### config.mk
export PLATFORM = sky130hd
export DESIGN_NAME = byte_fifo_port
export DESIGN_NICKNAME = d
export VERILOG_FILES = /design/src/rtl/byte_fifo_port_pkg.sv /design/src/rtl/byte_fifo_store.sv /design/src/rtl/byte_fifo_access_ctrl.sv /design/src/rtl/byte_fifo_sticky.sv /design/src/rtl/byte_fifo_port.sv
export SDC_FILE = /design/constraint.sdc
export NUM_CORES = 1
export LEC_CHECK = 0
export BUFFER_PORTS_ARGS = -buffer_cell sky130_fd_sc_hd__buf_2
export CORE_MARGIN = 10
export CORE_UTILIZATION = 35
export CTS_CLUSTER_DIAMETER = 30
export DETAILED_ROUTE_END_ITERATION = 8
export PLACE_DENSITY = 0.48
export SLEW_MARGIN = 20
export SYNTH_ARGS = -nofsm -noshare
export SYNTH_HDL_FRONTEND = slang
export SYNTH_SLANG_ARGS = --single-unit
### constraint.sdc
create_clock -name clk_i -period 3.7 [get_ports clk_i]
set_input_delay 0.74 -clock clk_i [delete_from_list [all_inputs] [get_ports clk_i]]
set_output_delay 0.74 -clock clk_i [all_outputs]
set_load 0.02 [all_outputs]
### src/rtl/byte_fifo_port_pkg.sv
package byte_fifo_port_pkg;
  typedef enum logic [1:0] {
    XF_NONE = 2'd0,
    XF_ONE  = 2'd1,
    XF_TWO  = 2'd2
  } xfer_e;
endpackage

### src/rtl/byte_fifo_store.sv
module byte_fifo_store
  import byte_fifo_port_pkg::*;
#(
  parameter int DEPTH = 16,
  localparam int AW = (DEPTH > 1) ? $clog2(DEPTH) : 1,
  localparam int CW = $clog2(DEPTH + 1)
) (
  input  logic          clk_i,
  input  logic          rst_ni,
  input  xfer_e         push_n_i,
  input  logic [7:0]    push_b0_i,
  input  logic [7:0]    push_b1_i,
  input  xfer_e         pop_n_i,
  output logic [7:0]    head0_o,
  output logic [7:0]    head1_o,
  output logic [CW-1:0] count_o
);
  logic [7:0]    mem_q [DEPTH];
  logic [AW-1:0] wptr_q, rptr_q;
  logic [CW-1:0] cnt_q;

  function automatic logic [AW-1:0] adv(input logic [AW-1:0] p, input int n);
    int s;
    s = int'(p) + n;
    if (s >= DEPTH) s = s - DEPTH;
    return AW'(s);
  endfunction

  always_ff @(posedge clk_i) begin
    if (push_n_i != XF_NONE) mem_q[wptr_q] <= push_b0_i;
    if (push_n_i == XF_TWO)  mem_q[adv(wptr_q, 1)] <= push_b1_i;
  end

  always_ff @(posedge clk_i or negedge rst_ni) begin
    if (!rst_ni) begin
      wptr_q <= '0;
      rptr_q <= '0;
      cnt_q  <= '0;
    end else begin
      wptr_q <= adv(wptr_q, int'(push_n_i));
      rptr_q <= adv(rptr_q, int'(pop_n_i));
      cnt_q  <= cnt_q + CW'(push_n_i) - CW'(pop_n_i);
    end
  end

  assign head0_o = mem_q[rptr_q];
  assign head1_o = mem_q[adv(rptr_q, 1)];
  assign count_o = cnt_q;
endmodule

### src/rtl/byte_fifo_access_ctrl.sv
module byte_fifo_access_ctrl
  import byte_fifo_port_pkg::*;
#(
  parameter int DEPTH = 16,
  localparam int CW = $clog2(DEPTH + 1)
) (
  input  logic          addr_i,
  input  logic          wr_i,
  input  logic          rd_i,
  input  logic          word_i,
  input  logic [CW-1:0] count_i,
  output xfer_e         push_n_o,
  output xfer_e         pop_n_o,
  output logic          rd_ok_o,
  output logic          ovf_set_o,
  output logic          udf_set_o,
  output logic          acc_set_o
);
  logic          legal;
  logic [CW-1:0] free_b;
  logic [CW-1:0] need;

  assign legal  = !addr_i && !(wr_i && rd_i);
  assign free_b = CW'(DEPTH) - count_i;
  assign need   = word_i ? CW'(2) : CW'(1);

  always_comb begin
    push_n_o  = XF_NONE;
    pop_n_o   = XF_NONE;
    rd_ok_o   = 1'b0;
    ovf_set_o = 1'b0;
    udf_set_o = 1'b0;
    acc_set_o = (wr_i || rd_i) && !legal;
    if (legal && wr_i) begin
      if (free_b >= need) push_n_o = word_i ? XF_TWO : XF_ONE;
      else                ovf_set_o = 1'b1;
    end
    if (legal && rd_i) begin
      if (count_i >= need) begin
        pop_n_o = word_i ? XF_TWO : XF_ONE;
        rd_ok_o = 1'b1;
      end else begin
        udf_set_o = 1'b1;
      end
    end
  end
endmodule

### src/rtl/byte_fifo_sticky.sv
module byte_fifo_sticky #(
  parameter int N = 3
) (
  input  logic         clk_i,
  input  logic         rst_ni,
  input  logic         clr_i,
  input  logic [N-1:0] set_i,
  output logic [N-1:0] flag_o
);
  for (genvar i = 0; i < N; i++) begin : g_flag
    logic q;
    always_ff @(posedge clk_i or negedge rst_ni) begin
      if (!rst_ni)       q <= 1'b0;
      else if (set_i[i]) q <= 1'b1;   // new event beats clear
      else if (clr_i)    q <= 1'b0;
    end
    assign flag_o[i] = q;
  end
endmodule

### src/rtl/byte_fifo_port.sv
module byte_fifo_port
  import byte_fifo_port_pkg::*;
#(
  parameter int DEPTH = 16,
  localparam int CW = $clog2(DEPTH + 1)
) (
  input  logic          clk_i,
  input  logic          rst_ni,
  input  logic          addr_i,
  input  logic          wr_i,
  input  logic          rd_i,
  input  logic          word_i,
  input  logic [15:0]   wdata_i,
  output logic [15:0]   rdata_o,
  input  logic          err_clr_i,
  output logic          empty_o,
  output logic          full_o,
  output logic [CW-1:0] count_o,
  output logic          ovf_o,
  output logic          udf_o,
  output logic          acc_err_o
);
  xfer_e         push_n, pop_n;
  logic          rd_ok, ovf_set, udf_set, acc_set;
  logic [7:0]    head0, head1;
  logic [CW-1:0] cnt;
  logic [2:0]    flags;
  logic [15:0]   rdata_q;

  byte_fifo_access_ctrl #(.DEPTH(DEPTH)) u_ctrl (
    .addr_i   (addr_i),
    .wr_i     (wr_i),
    .rd_i     (rd_i),
    .word_i   (word_i),
    .count_i  (cnt),
    .push_n_o (push_n),
    .pop_n_o  (pop_n),
    .rd_ok_o  (rd_ok),
    .ovf_set_o(ovf_set),
    .udf_set_o(udf_set),
    .acc_set_o(acc_set)
  );

  // word write: high byte enters first
  byte_fifo_store #(.DEPTH(DEPTH)) u_store (
    .clk_i    (clk_i),
    .rst_ni   (rst_ni),
    .push_n_i (push_n),
    .push_b0_i(word_i ? wdata_i[15:8] : wdata_i[7:0]),
    .push_b1_i(wdata_i[7:0]),
    .pop_n_i  (pop_n),
    .head0_o  (head0),
    .head1_o  (head1),
    .count_o  (cnt)
  );

  byte_fifo_sticky #(.N(3)) u_flags (
    .clk_i (clk_i),
    .rst_ni(rst_ni),
    .clr_i (err_clr_i),
    .set_i ({acc_set, udf_set, ovf_set}),
    .flag_o(flags)
  );

  always_ff @(posedge clk_i or negedge rst_ni) begin
    if (!rst_ni)    rdata_q <= '0;
    else if (rd_ok) rdata_q <= word_i ? {head0, head1} : {8'h00, head0};
  end

  assign rdata_o   = rdata_q;
  assign count_o   = cnt;
  assign empty_o   = (cnt == '0);
  assign full_o    = (cnt == CW'(DEPTH));
  assign ovf_o     = flags[0];
  assign udf_o     = flags[1];
  assign acc_err_o = flags[2];
endmodule

* Word-level counts from Yosys, hierarchy flattened
Memories as Yosys holds them, arrays and structs flattened.
Cells that the tools add are included.
** Storage, ports and cells
- Memories kept :: 1
- Bits of input ports :: 23
- Output and inout bits :: 26
- Bits in registers :: 32
- Memory bits (writable) :: 128
- Word-level logic and storage cells :: 68
** Cells by class
- Multiplexer cells :: 27
- Eq/ne operators :: 2
- Order comparisons :: 6
- Reductions and logical operators :: 14
- Add/sub/neg operators :: 11
** Memories
- u_store.mem_q :: words 16, bits a word 8, rd ports 2, clocked after Yosys merged registers in 0, write ports 2, line byte_fifo_store.sv:18 : logic [7:0] mem_q [DEPTH];
** Operator list (number)
- 5-bit greater-or-equal comparator, second input constant :: 4
- 4-bit two-way mux :: 5
- 16-bit two-way mux :: 1
- 4-bit by 1-bit subtractor with 4-bit output, second input constant :: 4
- 1-bit two-way mux :: 14
- 2-bit two-way mux :: 6
- 4-bit by 1-bit adder with 5-bit output, second input constant :: 2
- 4-bit by 2-bit adder with 5-bit output :: 2
- 5-bit greater-or-equal comparator :: 2
- 8-bit two-way mux :: 1
- 2-bit nonzero test :: 4
- 5-bit by 2-bit adder with 5-bit output :: 1
- 5-bit == test, second input constant :: 1
- 1-bit logical AND :: 5
- 5-bit zero test :: 1
- 5-bit by 2-bit subtractor with 5-bit output :: 1
- 5-bit subtractor, first input constant :: 1
- 1-bit zero test :: 3
- 2-bit == test, second input constant :: 1
- 1-bit logical OR :: 1

* Longest topological paths before layout
- Depth after elaboration :: 8
- Mapped depth :: 18
- Depth with buffers taken out :: 16

* Cells and area by module
A second synthesis with hierarchy kept.
** Second synthesis, totals
- Cell total of the unflattened synthesis :: 668
- Area total of the unflattened synthesis :: 9760.6 um^2
** Modules (own cells, without submodules)
- byte_fifo_store :: seq. area each 4169.0 um^2, area an instance 8612.0 um^2, instances 1, cells an instance 547
- byte_fifo_port :: seq. area each 400.4 um^2, area an instance 812.0 um^2, instances 1, cells an instance 82
- byte_fifo_access_ctrl :: seq. area each 0.0 um^2, area an instance 212.7 um^2, instances 1, cells an instance 29
- byte_fifo_sticky :: seq. area each 75.1 um^2, area an instance 123.9 um^2, instances 1, cells an instance 10

* Worst setup path before layout
OpenSTA, ideal clock, no wires.
- Kind :: input -> register
- From :: input port word_i
- To :: register u_store.cnt_q[4], in the netlist u_store.count_o[4]
- Data arrival time :: 3.995 ns
- Cell stages on the path :: 17
- Library setup time :: 0.079 ns
- Buffers on the path :: 4
- Data required time :: 3.621 ns
- Slack :: -0.375 ns
- Cell sequence :: buf_2 -> buf_4 -> inv_1 -> clkbuf_1 -> ha_1 -> and3b_1 -> o21ai_0 -> a31oi_1 -> clkbuf_1 -> o21ai_0 -> ha_1 -> or2_2 -> ha_1 -> a21oi_1 -> nor2_1 -> nor2_1 -> xor2_1
** Between the ends
- Longest elaborated chain between the ends :: 6
- Elaborated cells between the ends (all ways) :: 10
- Classes of those cells :: 2 x add/sub; 2 x order compare; 6 x mux
** RTL lines
- start: declaration :: line byte_fifo_port.sv:12 : input logic word_i,
- 2-bit two-way mux :: line byte_fifo_access_ctrl.sv:25, byte_fifo_access_ctrl.sv:35, byte_fifo_access_ctrl.sv:40
- 5-bit greater-or-equal comparator :: line byte_fifo_access_ctrl.sv:35 : if (free_b >= need) push_n_o = word_i ? XF_TWO : XF_ONE;
- 2-bit two-way mux :: line byte_fifo_access_ctrl.sv:35
- 2-bit two-way mux :: line byte_fifo_access_ctrl.sv:34 : if (legal && wr_i) begin
- 5-bit by 2-bit adder with 5-bit output :: line byte_fifo_store.sv:42 : cnt_q <= cnt_q + CW'(push_n_i) - CW'(pop_n_i);
- 5-bit by 2-bit subtractor with 5-bit output * :: line byte_fifo_store.sv:42
- end signal: assignment :: line byte_fifo_store.sv:42
- end: declaration :: line byte_fifo_store.sv:20 : logic [CW-1:0] cnt_q;
Mark *: on every way between the ends. The rest lies on a longest branch, timed or not.
A chain may end at the register's enable or synchronous reset.

* Worst setup path after layout
- From :: register u_store.cnt_q[2], in the netlist u_store.count_o[2]
- To :: register u_store.cnt_q[4], in the netlist u_store.count_o[4]
** Between the ends
- Longest elaborated chain between the ends :: 6
- Elaborated cells between the ends (all ways) :: 9
- Classes of those cells :: 3 x add/sub; 2 x order compare; 4 x mux
** RTL lines
- 5-bit subtractor :: line byte_fifo_access_ctrl.sv:24 : assign free_b = CW'(DEPTH) - count_i;
- 5-bit greater-or-equal comparator :: line byte_fifo_access_ctrl.sv:35
- 2-bit two-way mux :: line byte_fifo_access_ctrl.sv:35
- 2-bit two-way mux :: line byte_fifo_access_ctrl.sv:34
- 5-bit by 2-bit adder with 5-bit output :: line byte_fifo_store.sv:42
- 5-bit by 2-bit subtractor with 5-bit output * :: line byte_fifo_store.sv:42
Marked as above.

==> key figures <==
Power
  • IR drop worst, VDD: between 0.3 and 0.4 mV
  • Power per cell area: roughly 770 nW/um2
  • Leakage power total: 0.00402 uW

Detailed routing
  • Initial detailed-routing violation count: approximately 560
  • Length of the first detailed-routing pass in iterations: 5
  • Count of vias placed by the detailed router: between 6k and 7k
  • ANT nets after route: 0
  • Detailed-route wire length: between 20000 and 30000 um
  • Detail-routed via count per cell: ~5.8
  • DRC violations left: 0
  • Average detailed-routed wire length per instance: between 20 and 30 um

Die
  • Die Footprint: between 30000 and 40000 um2
  • Core region area: 27000 um2
  • Number of top-level pins: 49
  • Chip Height: around 190 um
  • Horizontal extent of the die: between 150 and 200 um
  • Initial cell density of the core: 0.358
  • Std cell rows: 60

Timing
  • RSZ-0062 raised after global routing: false
  • Number of pins exceeding their max-slew limit in the final report: 0
  • PnR worst setup slack: 0.533 ns
  • Final hold slack: slightly below 0.4 ns
  • Maximum clock rate: ~320 MHz
  • Clock tree skew after final layout: approximately 0.012 ns
  • Measured slew at the worst slew-check pin: ~1.1 ns
  • Total Neg Setup Slack: 0 ns
  • Max-slew headroom at the worst pin: 0.272
  • Number of hold-slack violations in the final timing report: 0
  • Ratio of final minimum period to clock period: 0.856
  • Period minus WS final: approximately 3.2 ns
  • Number of setup violations in the final report: 0

Clock network
  • Post-CTS Setup Repair Bufs: 0
  • Number of clock buffers inserted by TritonCTS: 17
  • Hold bufs inserted after CTS: 0
  • Maximum buffer depth of the clock tree: 2
  • CTS tree: built
  • Clock transition time at the flip-flop clock pins of the worst setup and hold paths: about 0.060 ns
  • Clock Root Buffer: sky130_fd_sc_hd__clkbuf_16
  • Number of resized instances in the post-cts repair step: 0
  • H-tree depth: 4
  • Source-to-sink clock delay at the later pin of the worst-skew pair: 0.43 ns
  • Num Clock Sinks: between 150 and 200

Setup path
  • Worst Setup Path Type: reg -> reg
  • Data required time of the worst path: ~4.0 ns
  • Critical path data arrival time: ~3.5 ns
  • Largest fanout on the critical path: 5
  • Worst setup SP type: flip-flop
  • Critical Path Sink Type: flip-flop

Place
  • Final HPWL from detailed placement: 19700 um
  • Post-placement setup slack: ~0.20 ns
  • Global placer's final weighted congestion: 0.940
  • Count of input and output buffers: 48

Synthesis
  • Total number of yosys warnings: 0
  • Area share of the largest cell type after synthesis: 0.398
  • Post-synth EDFFs: 128
  • Syn_area_per_cell: approximately 15 um2
  • Register bit count reported by yosys: between 150 and 200
  • Sequential area share after synthesis: 0.481
  • Cell accounting for the most synthesized area: sky130_fd_sc_hd__edfxtp_1
  • Fraction of registers with async set/reset: 0.200
  • Number of unique standard cell types used by synthesis: 50
  • Syn Nets: about 700
  • Most area-consuming cells after synthesis: sky130_fd_sc_hd__edfxtp_1, sky130_fd_sc_hd__mux4_2, sky130_fd_sc_hd__mux2_2, sky130_fd_sc_hd__dfrtp_1, sky130_fd_sc_hd__mux2_4
  • Synth Cell Area: a little under 10000 um2
  • Gate count of the mapped netlist: 652
  • Most used DFF post-synth: sky130_fd_sc_hd__edfxtp_1

Cells and area
  • Fraction of layout instances using a drive strength above 1: 0.483
  • Final Net Count: between 700 and 800
  • Most common library cell in the layout ignoring fill and taps: sky130_fd_sc_hd__edfxtp_1
  • Top library cells by usage in the layout, fill and taps aside: sky130_fd_sc_hd__edfxtp_1, sky130_fd_sc_hd__mux2_2, sky130_fd_sc_hd__mux4_2
  • Number of antenna diodes: 0
  • Growth of design area from synthesis to finish: 14.2%

Worst hold path
  • Type of the worst min-delay path: in -> async

Global route
  • Routing usage on met1: 0.234
  • Vias in the first global route: 6320
  • Antenna violations before repair: 0
  • Met3 routing resource usage after global routing: 0.0390
  • GRT Resource Usage Total: 0.170
  • Overflow left after global routing: 0
  • Maximum number of pins on one net before global-route repair: between 60 and 70
  • Routing usage on met2: 0.269
  • Most crowded layer after global routing: met2
  • First-pass GRT wire length: approximately 43000 um

Status
  • Run status: finished, final reports clean

Flow run
  • Max-cap violations: 0
-- kinds of logic (layout without fill, tap and decap cells) --
group	after synthesis	in the layout	share of synthesized area
mux	216	216	0.335
flops	160	160	0.481
simple gates	107	107	0.0650
compound gates	69	69	0.0478
buf+inv	68	124	0.0318
fa+ha+maj	23	23	0.0321
xor+xnor	9	9	0.00816
-- critical path, cell delays in order, from the launching register on --
cell and delay (ns):
sky130_fd_sc_hd__dfrtp_1 0.44, sky130_fd_sc_hd__inv_1 0.11, sky130_fd_sc_hd__ha_1 0.23, sky130_fd_sc_hd__and2_1 0.18, sky130_fd_sc_hd__ha_1 0.29, sky130_fd_sc_hd__nand2b_1 0.06, sky130_fd_sc_hd__a21oi_1 0.16, sky130_fd_sc_hd__o21a_1 0.20
sky130_fd_sc_hd__nor2_1 0.05, sky130_fd_sc_hd__o21ai_0 0.20, sky130_fd_sc_hd__ha_1 0.30, sky130_fd_sc_hd__fa_2 0.36, sky130_fd_sc_hd__a21oi_1 0.17, sky130_fd_sc_hd__nor2_1 0.06, sky130_fd_sc_hd__nor2_1 0.11, sky130_fd_sc_hd__xor2_1 0.17
-- layout make-up --
class                   instances  area, um2
repair buffers                 77        483
well taps                     341        427
clock buffers                  20        447
flip-flops and latches        160       4650
fillers                      2472      16000
inverters                      15       56.3
multi-input cells             424       4750
clock inverters                12        229
-- metrics by stage --
stage	utilization	std cells	instance area [um2]	power (uW)
after CTS	0.408	1049	11000	8500
final	0.408	1049	11000	8440
after detailed placement	0.383	1017	10400	6440
after floorplan	-	652	9700	5120
after global placement	0.383	1017	10400	6420
after global routing	0.408	1049	11000	8870
-- metal layers --
metal | routed length (um) | vias up
met5 | 0 | -
met4 | 232 | 0
met3 | 1920 | 12
met2 | 13700 | 229
met1 | 13000 | 3220
li1 | - | 2646
-- where the power goes --
| part | switching, uW | leakage [uW] | internal (uW) | total [uW] |
|---|---|---|---|---|
| combinational | 2230 | 0.00215 | 1760 | 3980 |
| sequential | 226 | 0.00154 | 2180 | 2400 |
| clock | 763 | 0.000330 | 1290 | 2060 |
-- sequential cells by signal, summed over array words and instances, names as in the netlist --
name	count
u_store.rptr_q	4
rdata_o	16
u_store.wptr_q	4
u_store.mem_q	128
u_flags.g_flag.q	3
u_store.count_o	5
-- synthesized netlist by cell type, types with 4 or more instances --
cell,instances
sky130_fd_sc_hd__a22o_1,8
sky130_fd_sc_hd__nor2_1,22
sky130_fd_sc_hd__edfxtp_1,128
sky130_fd_sc_hd__nand2_1,32
sky130_fd_sc_hd__nand2b_1,6
sky130_fd_sc_hd__mux2i_1,8
sky130_fd_sc_hd__mux4_2,64
sky130_fd_sc_hd__a22oi_1,16
sky130_fd_sc_hd__o21ai_0,10
sky130_fd_sc_hd__buf_2,12
sky130_fd_sc_hd__buf_6,4
sky130_fd_sc_hd__mux2_2,119
sky130_fd_sc_hd__mux2_4,24
sky130_fd_sc_hd__nor3_1,4
sky130_fd_sc_hd__clkbuf_1,32
sky130_fd_sc_hd__dfrtp_1,32
sky130_fd_sc_hd__xnor2_1,4
sky130_fd_sc_hd__nand3_2,8
sky130_fd_sc_hd__o211ai_1,8
sky130_fd_sc_hd__a21oi_1,8
sky130_fd_sc_hd__ha_1,20
sky130_fd_sc_hd__nand3_1,5
sky130_fd_sc_hd__inv_1,14
sky130_fd_sc_hd__and2_1,4
sky130_fd_sc_hd__xor2_1,5
sky130_fd_sc_hd__a31oi_1,9
sky130_fd_sc_hd__o22ai_1,4
sky130_fd_sc_hd__nor3_4,4
-- final timing paths --
kind | startpoint | to | slack, ns | cells past startpoint
min reg2reg | rdata_o[11] | rdata_o[11] | 0.50 | 1
max | u_store.count_o[2] | u_store.count_o[4] | 0.53 | 15
min in group clk_i | rdata_o[11] | rdata_o[11] | 0.50 | 1
min | rst_ni | u_store.count_o[2] | 0.39 | 1
max reg2reg | u_store.count_o[2] | u_store.count_o[4] | 0.53 | 15
max in group asynchronous | rst_ni | u_store.rptr_q[0] | 2.75 | 1
(Power assumes the default switching activity.)
